**config.mk**
```make
export PLATFORM = sky130hd
export DESIGN_NAME = boot_select_top
export DESIGN_NICKNAME = d
export VERILOG_FILES = /design/src/rtl/boot_sel_pkg.sv /design/src/rtl/boot_sel_dp.sv /design/src/rtl/boot_sel_ctrl.sv /design/src/rtl/boot_select_top.sv
export SDC_FILE = /design/constraint.sdc
export NUM_CORES = 1
export LEC_CHECK = 0
export CAP_MARGIN = 25
export CORE_MARGIN = 2
export CORE_UTILIZATION = 60
export DETAILED_ROUTE_END_ITERATION = 12
export DONT_BUFFER_PORTS = 1
export MAX_ROUTING_LAYER = met4
export PLACE_DENSITY = 0.77
export SLEW_MARGIN = 20
export SYNTH_ARGS = -nofsm -noshare
export SYNTH_HDL_FRONTEND = slang
export SYNTH_SLANG_ARGS = --single-unit
```
**constraint.sdc**
```tcl
create_clock -name clk -period 4.6 [get_ports clk]
set_input_delay 1.15 -clock clk [delete_from_list [all_inputs] [get_ports clk]]
set_output_delay 1.15 -clock clk [all_outputs]
set_load 0.01 [all_outputs]
```
**src/rtl/boot_sel_pkg.sv**
```systemverilog
package boot_sel_pkg;

  typedef enum logic [2:0] {
    TGT_NONE       = 3'd0,
    TGT_USER_FLASH = 3'd1,
    TGT_SYS_MEM    = 3'd2,
    TGT_SRAM       = 3'd3,
    TGT_BANK2      = 3'd4,
    TGT_BANK1      = 3'd5
  } bootTarget_e;

  typedef enum logic [1:0] {
    SRC_PINS   = 2'd0,
    SRC_BANK2  = 2'd1,
    SRC_BANK1  = 2'd2,
    SRC_SYSMEM = 2'd3
  } tgtSrc_e;

  typedef struct packed {
    logic    latchPins;
    logic    loadTarget;
    tgtSrc_e tgtSrc;
    logic    selBank2;
  } ctrlStrobe_t;

  // Direct pin mapping, used when no scan is run
  function automatic bootTarget_e pinTarget(input logic opt, input logic p1, input logic p0);
    if (p0 && p1)   return TGT_SRAM;
    else if (!opt)  return TGT_SYS_MEM;
    else if (!p0)   return TGT_USER_FLASH;
    else            return TGT_SYS_MEM;
  endfunction

endpackage

```
**src/rtl/boot_sel_dp.sv**
```systemverilog
module boot_sel_dp
  import boot_sel_pkg::*;
#(
  parameter int          ADDR_W     = 32,
  parameter int          DATA_W     = 32,
  parameter logic [31:0] BANK1_BASE = 32'h0800_0000,
  parameter logic [31:0] BANK2_BASE = 32'h0808_0000,
  parameter logic [31:0] SRAM_LO    = 32'h2000_0000,
  parameter logic [31:0] SRAM_HI    = 32'h2001_8000
) (
  input  logic              clk,
  input  logic              rstN,
  input  ctrlStrobe_t       strobe,
  input  logic              pin0In,
  input  logic              pin1In,
  input  logic              optIn,
  input  logic [DATA_W-1:0] rdata,
  output logic              pin0Q,
  output logic              pin1Q,
  output logic              optQ,
  output logic              wordValid,
  output logic [ADDR_W-1:0] addr,
  output logic [2:0]        target
);

  localparam logic [DATA_W-1:0] LO_BOUND = DATA_W'(SRAM_LO);
  localparam logic [DATA_W-1:0] HI_BOUND = DATA_W'(SRAM_HI);

  bootTarget_e targetQ;

  // Pin and option capture, held until reset
  always_ff @(posedge clk or negedge rstN) begin
    if (!rstN) begin
      pin0Q <= 1'b0;
      pin1Q <= 1'b0;
      optQ  <= 1'b1;
    end else if (strobe.latchPins) begin
      pin0Q <= pin0In;
      pin1Q <= pin1In;
      optQ  <= optIn;
    end
  end

  // Stack-pointer plausibility: inside the SRAM window, upper bound excluded
  assign wordValid = (rdata >= LO_BOUND) && (rdata < HI_BOUND);

  assign addr = strobe.selBank2 ? ADDR_W'(BANK2_BASE) : ADDR_W'(BANK1_BASE);

  always_ff @(posedge clk or negedge rstN) begin
    if (!rstN) begin
      targetQ <= TGT_NONE;
    end else if (strobe.loadTarget) begin
      unique case (strobe.tgtSrc)
        SRC_PINS:   targetQ <= pinTarget(optQ, pin1Q, pin0Q);
        SRC_BANK2:  targetQ <= TGT_BANK2;
        SRC_BANK1:  targetQ <= TGT_BANK1;
        SRC_SYSMEM: targetQ <= TGT_SYS_MEM;
        default:    targetQ <= TGT_SYS_MEM;
      endcase
    end
  end

  assign target = targetQ;

endmodule

```
**src/rtl/boot_sel_ctrl.sv**
```systemverilog
module boot_sel_ctrl
  import boot_sel_pkg::*;
#(
  parameter int LATCH_EDGE = 4
) (
  input  logic        clk,
  input  logic        rstN,
  input  logic        pin0Q,
  input  logic        pin1Q,
  input  logic        optQ,
  input  logic        wordValid,
  input  logic        memAck,
  output ctrlStrobe_t strobe,
  output logic        memReq,
  output logic        bootDone
);

  localparam int CNT_W = $clog2(LATCH_EDGE + 1);
  localparam logic [CNT_W-1:0] CNT_LAST = CNT_W'(LATCH_EDGE - 1);

  typedef enum logic [2:0] {
    ST_COUNT, ST_EVAL, ST_RD2, ST_RD1, ST_DONE, ST_HOLD
  } state_e;

  state_e          state, stateNext;
  logic [CNT_W-1:0] edgeCnt;
  logic            directSel;

  assign directSel = optQ || (pin0Q && pin1Q);

  always_ff @(posedge clk or negedge rstN) begin
    if (!rstN) begin
      edgeCnt <= '0;
    end else if (state == ST_COUNT && edgeCnt != CNT_LAST) begin
      edgeCnt <= edgeCnt + 1'b1;
    end
  end

  always_ff @(posedge clk or negedge rstN) begin
    if (!rstN) state <= ST_COUNT;
    else       state <= stateNext;
  end

  always_comb begin
    stateNext         = state;
    strobe.latchPins  = 1'b0;
    strobe.loadTarget = 1'b0;
    strobe.tgtSrc     = SRC_PINS;
    strobe.selBank2   = (state == ST_RD2);
    unique case (state)
      ST_COUNT: begin
        if (edgeCnt == CNT_LAST) begin
          strobe.latchPins = 1'b1;
          stateNext        = ST_EVAL;
        end
      end
      ST_EVAL: begin
        if (directSel) begin
          strobe.loadTarget = 1'b1;
          strobe.tgtSrc     = SRC_PINS;
          stateNext         = ST_DONE;
        end else begin
          stateNext = ST_RD2;
        end
      end
      ST_RD2: begin
        if (memAck) begin
          if (wordValid) begin
            strobe.loadTarget = 1'b1;
            strobe.tgtSrc     = SRC_BANK2;
            stateNext         = ST_DONE;
          end else begin
            stateNext = ST_RD1;
          end
        end
      end
      ST_RD1: begin
        if (memAck) begin
          strobe.loadTarget = 1'b1;
          strobe.tgtSrc     = wordValid ? SRC_BANK1 : SRC_SYSMEM;
          stateNext         = ST_DONE;
        end
      end
      ST_DONE: stateNext = ST_HOLD;
      ST_HOLD: stateNext = ST_HOLD;
      default: stateNext = ST_HOLD;
    endcase
  end

  assign memReq   = (state == ST_RD2) || (state == ST_RD1);
  assign bootDone = (state == ST_DONE);

endmodule

```
**src/rtl/boot_select_top.sv**
```systemverilog
module boot_select_top
  import boot_sel_pkg::*;
#(
  parameter int          LATCH_EDGE = 4,
  parameter logic [31:0] BANK1_BASE = 32'h0800_0000,
  parameter logic [31:0] BANK2_BASE = 32'h0808_0000,
  parameter logic [31:0] SRAM_LO    = 32'h2000_0000,
  parameter logic [31:0] SRAM_HI    = 32'h2001_8000
) (
  input  logic        clk,
  input  logic        rstN,
  input  logic        bootPin0,
  input  logic        bootPin1,
  input  logic        bankOptBit,
  output logic        memReq,
  output logic [31:0] memAddr,
  input  logic [31:0] memRdata,
  input  logic        memAck,
  output logic [2:0]  bootTarget,
  output logic        bootDone
);

  ctrlStrobe_t strobe;
  logic pin0Q, pin1Q, optQ, wordValid;

  boot_sel_ctrl #(.LATCH_EDGE(LATCH_EDGE)) u_ctrl (
    .clk(clk), .rstN(rstN),
    .pin0Q(pin0Q), .pin1Q(pin1Q), .optQ(optQ),
    .wordValid(wordValid), .memAck(memAck),
    .strobe(strobe), .memReq(memReq), .bootDone(bootDone)
  );

  boot_sel_dp #(
    .ADDR_W(32), .DATA_W(32),
    .BANK1_BASE(BANK1_BASE), .BANK2_BASE(BANK2_BASE),
    .SRAM_LO(SRAM_LO), .SRAM_HI(SRAM_HI)
  ) u_dp (
    .clk(clk), .rstN(rstN), .strobe(strobe),
    .pin0In(bootPin0), .pin1In(bootPin1), .optIn(bankOptBit),
    .rdata(memRdata),
    .pin0Q(pin0Q), .pin1Q(pin1Q), .optQ(optQ),
    .wordValid(wordValid), .addr(memAddr), .target(bootTarget)
  );

endmodule

```
==> flow_metrics.env <==
export IMPL_rows=14
export IMPL_cp_required_ns=4.76
export IMPL_htreeDepth=1
export IMPL_clock_skew_ns=0.006837
export IMPL_synth_edf_count=0
export IMPL_min_path_cells=1
export IMPL_cts_tree="yes"
export IMPL_rsz0062_at_grt="false"
export IMPL_fill_cells=139
export IMPL_worstSkewPairLatency_ns=0.27
export IMPL_fmax_mhz=386.9
export IMPL_port_buffers=0
export IMPL_slowest_delay_ns=0.26
export IMPL_syn_avg_cell_area_sq_um=9.331
export IMPL_syn_inst=107
export IMPL_synth_xor_area_frac=0.008772
export IMPL_drt_first_pass_iters=2
export IMPL_outcome="complete, no violations"
export IMPL_grtUsageTotal=0.1772
export IMPL_maxSlewViolCount=0
export IMPL_yosys_area_top_type_share=0.2757
export IMPL_worstSetupEndpointType="flop"
export IMPL_final_util=0.5917
export IMPL_synth_area_top_cells="dfrtp_1, buf_4, mux2_2, ha_1, nor4b_2"
export IMPL_detail_route_drc_violations=0
export IMPL_clkTransAtPathRegs_ns=0.08
export IMPL_final_hold_viol_count=0
export IMPL_cts_root_buffer="clkbuf_4"
export IMPL_io_pins=75
export IMPL_async_flop_share=1.000
export IMPL_crit_slowest_cell="ha_1"
export IMPL_grt_pass1_wl_um=2484
export IMPL_area_growth_synth_to_final_pct=-8.647
export IMPL_dpl_hpwl_um=1233
export IMPL_peakVddDrop_uv=166.4
export IMPL_fin_area_sq_um=912.1
export IMPL_synthAdderAreaFrac=0.06266
export IMPL_reg2reg_to="u_dp.target[1]$_DFFE_PN0P_"
export IMPL_die_h_um=44.80
export IMPL_die_area_sq_mm=0.002007
export IMPL_routed_wl_um=1553
export IMPL_synth_compound_area_frac=0.09900
export IMPL_setup_slack_ns=2.016
export IMPL_post_drt_via_cell_ratio=5.098
export IMPL_start_util=0.6477
export IMPL_cts_setup_buffers=0
export IMPL_clock_sinks=12
export IMPL_period_share=0.5618
export IMPL_ys_warn_count=0
export IMPL_synth_common_cells="buf_4, dfrtp_1, mux2_2, nor2_1"
export IMPL_ys_ff_latch=12
export IMPL_die_w_um=44.80
export IMPL_drt_iter0_drc=2
export IMPL_yosys_area_share_simple=0.1717
export IMPL_r2r_setup_slack_ns=2.80
export IMPL_drive_gt1_frac=0.1698
export IMPL_post_drt_wl_per_cell_um=12.73
export IMPL_first_global_vias=604
export IMPL_coreArea_sq_mm=0.001541
export IMPL_drtAntennaViolNets=0
export IMPL_cts_buffer_depth=2
export IMPL_seq_area_frac_synth=0.3020
export IMPL_grt_max_degree=13
export IMPL_setup_viol=0
export IMPL_netlist_area_sq_um=998.5
export IMPL_p_leak_nw=0.4719
export IMPL_dpl_cell_area_sq_um=875.8
export IMPL_hp_start="u_ctrl.edgeCnt[0]$_DFFE_PN0P_"
export IMPL_yosysMostFrequentCell="buf_4"
export IMPL_r2r_cells=7
export IMPL_post_synth_top_area_cell="dfrtp_1"
export IMPL_dpl_cell_count=118
export IMPL_dp_slack_ns=1.729
export IMPL_min_delay_worst_endpoint="u_ctrl.edgeCnt[0]$_DFFE_PN0P_"
export IMPL_fin_nets=150
export IMPL_powerDensity_mw_per_mm2=224.2
export IMPL_fin_tns_setup_ns=0
export IMPL_crit_chain="nor4_1 -> nand3_1 -> o21a_1 -> o21ai_0 -> ha_1 -> a31oi_1 -> mux2_2"
export IMPL_place_congestion=0.7531
export IMPL_path_max_fanout=5
export IMPL_antenna_found_initial=0
export IMPL_critPathArrivalTime_ns=2.74
export IMPL_ys_types=32
export IMPL_cts_buffers=3
export IMPL_vias=622
export IMPL_grt_overflow=0
export IMPL_synth_top_family_by_area="buffers and inverters"
export IMPL_crit_path_start_kind="primary input"
export IMPL_min_period_ns=2.584
export IMPL_cap_violations=0
export IMPL_path_class="primary input to flop"
export IMPL_layout_cells_non_filler=122
export IMPL_antenna_cells=0
export IMPL_holdBufCountCts=0
export IMPL_hold_class="flop to flop"
export IMPL_yosys_mux_area_fraction=0.07769
export IMPL_cts_resized=0
export IMPL_ys_flop_type="dfrtp_1"
export IMPL_timing_rr_start="u_ctrl.state[1]$_DFFE_PN0P_"
state kept, by name (all words and copies together) (netlist names):
| signal | cells |
|---|---|
| u_dp.pin1Q | 1 |
| u_ctrl.edgeCnt | 3 |
| u_dp.pin0Q | 1 |
| u_dp.target | 3 |
| u_ctrl.state | 3 |
| u_dp.optQ | 1 |
cells by family after synthesis:
logic type / Yosys count
DFF: 12
xor gates and xnor gates: 1
adders and majority gates: 5
and+or+nand+nor: 28
muxes: 7
other: 2
AOI/OAI and AO/OA: 13
buffers and inverters: 39
placed cells by master (no fill, tap or decap), types with 2 or more instances in the layout:
cell type	instances
mux2_2	6
nor2_1	6
nand2b_1	2
ha_1	5
nor4_1	2
nand2_1	5
dfrtp_1	11
o21ai_0	3
a31oi_1	2
o21a_1	2
conb_1	31
a21oi_1	2
nor4b_2	2
inv_1	5
nor3_1	3
clkbuf_4	3
metal layers:
metal  part of all wire  GRT usage  routed length, um
met1               0.38     0.1913                584
met4              0.019     0.1000                 30
met2               0.51     0.2957                797
met3              0.090    0.04400                140
met5                  0          -                  0
where the power goes:
group / total [mW] / internal [mW] / switching, mW
clock: 0.0858 / 0.0480 / 0.0378
sequential: 0.105 / 0.105 / 0
combinational: 0.0132 / 0.00105 / 0.0121
worst max-delay path, delay by kind of cell:
| family | cells | cell delay (ns) |
|---|---|---|
| AOI/OAI and AO/OA | 3 | 0.59 |
| and+or+nand+nor | 2 | 0.48 |
| muxes | 1 | 0.26 |
| adders and majority gates | 1 | 0.26 |
layout make-up:
type	instances	area (sq um)	share of cell area
tap	16	20.02	0.02195
multi-input combinational	85	535.5	0.5871
clock buffer	4	36.28	0.03978
sequential	12	301.5	0.3306
inverter	5	18.77	0.02058
worst max-delay path by stage:
| stage | from | slack (ns) | cells past startpoint | end |
|---|---|---|---|---|
| finish | memRdata[30] | 2.02 | 7 | u_dp.target[1]$_DFFE_PN0P_ |
| floorplan | memRdata[30] | 1.87 | 7 | u_dp.target[1]$_DFFE_PN0P_ |
| global route | memRdata[30] | 1.77 | 8 | u_dp.target[1]$_DFFE_PN0P_ |
| global placement | memRdata[30] | 1.76 | 7 | u_dp.target[1]$_DFFE_PN0P_ |
| CTS | memRdata[30] | 2.01 | 7 | u_dp.target[1]$_DFFE_PN0P_ |
| detailed placement | memRdata[30] | 1.73 | 7 | u_dp.target[1]$_DFFE_PN0P_ |
metrics by stage:
| stage | total power, mW | hold WS, ns |
|---|---|---|
| global placement | 0.1201 | 0.4630 |
| CTS | 0.2050 | 0.4827 |
| detailed placement | 0.1202 | 0.4682 |
| floorplan | 0.1397 | 0.4480 |
| finish | 0.2045 | 0.4833 |
| global route | 0.2109 | 0.4930 |
Power figures use the tool's default switching activity.
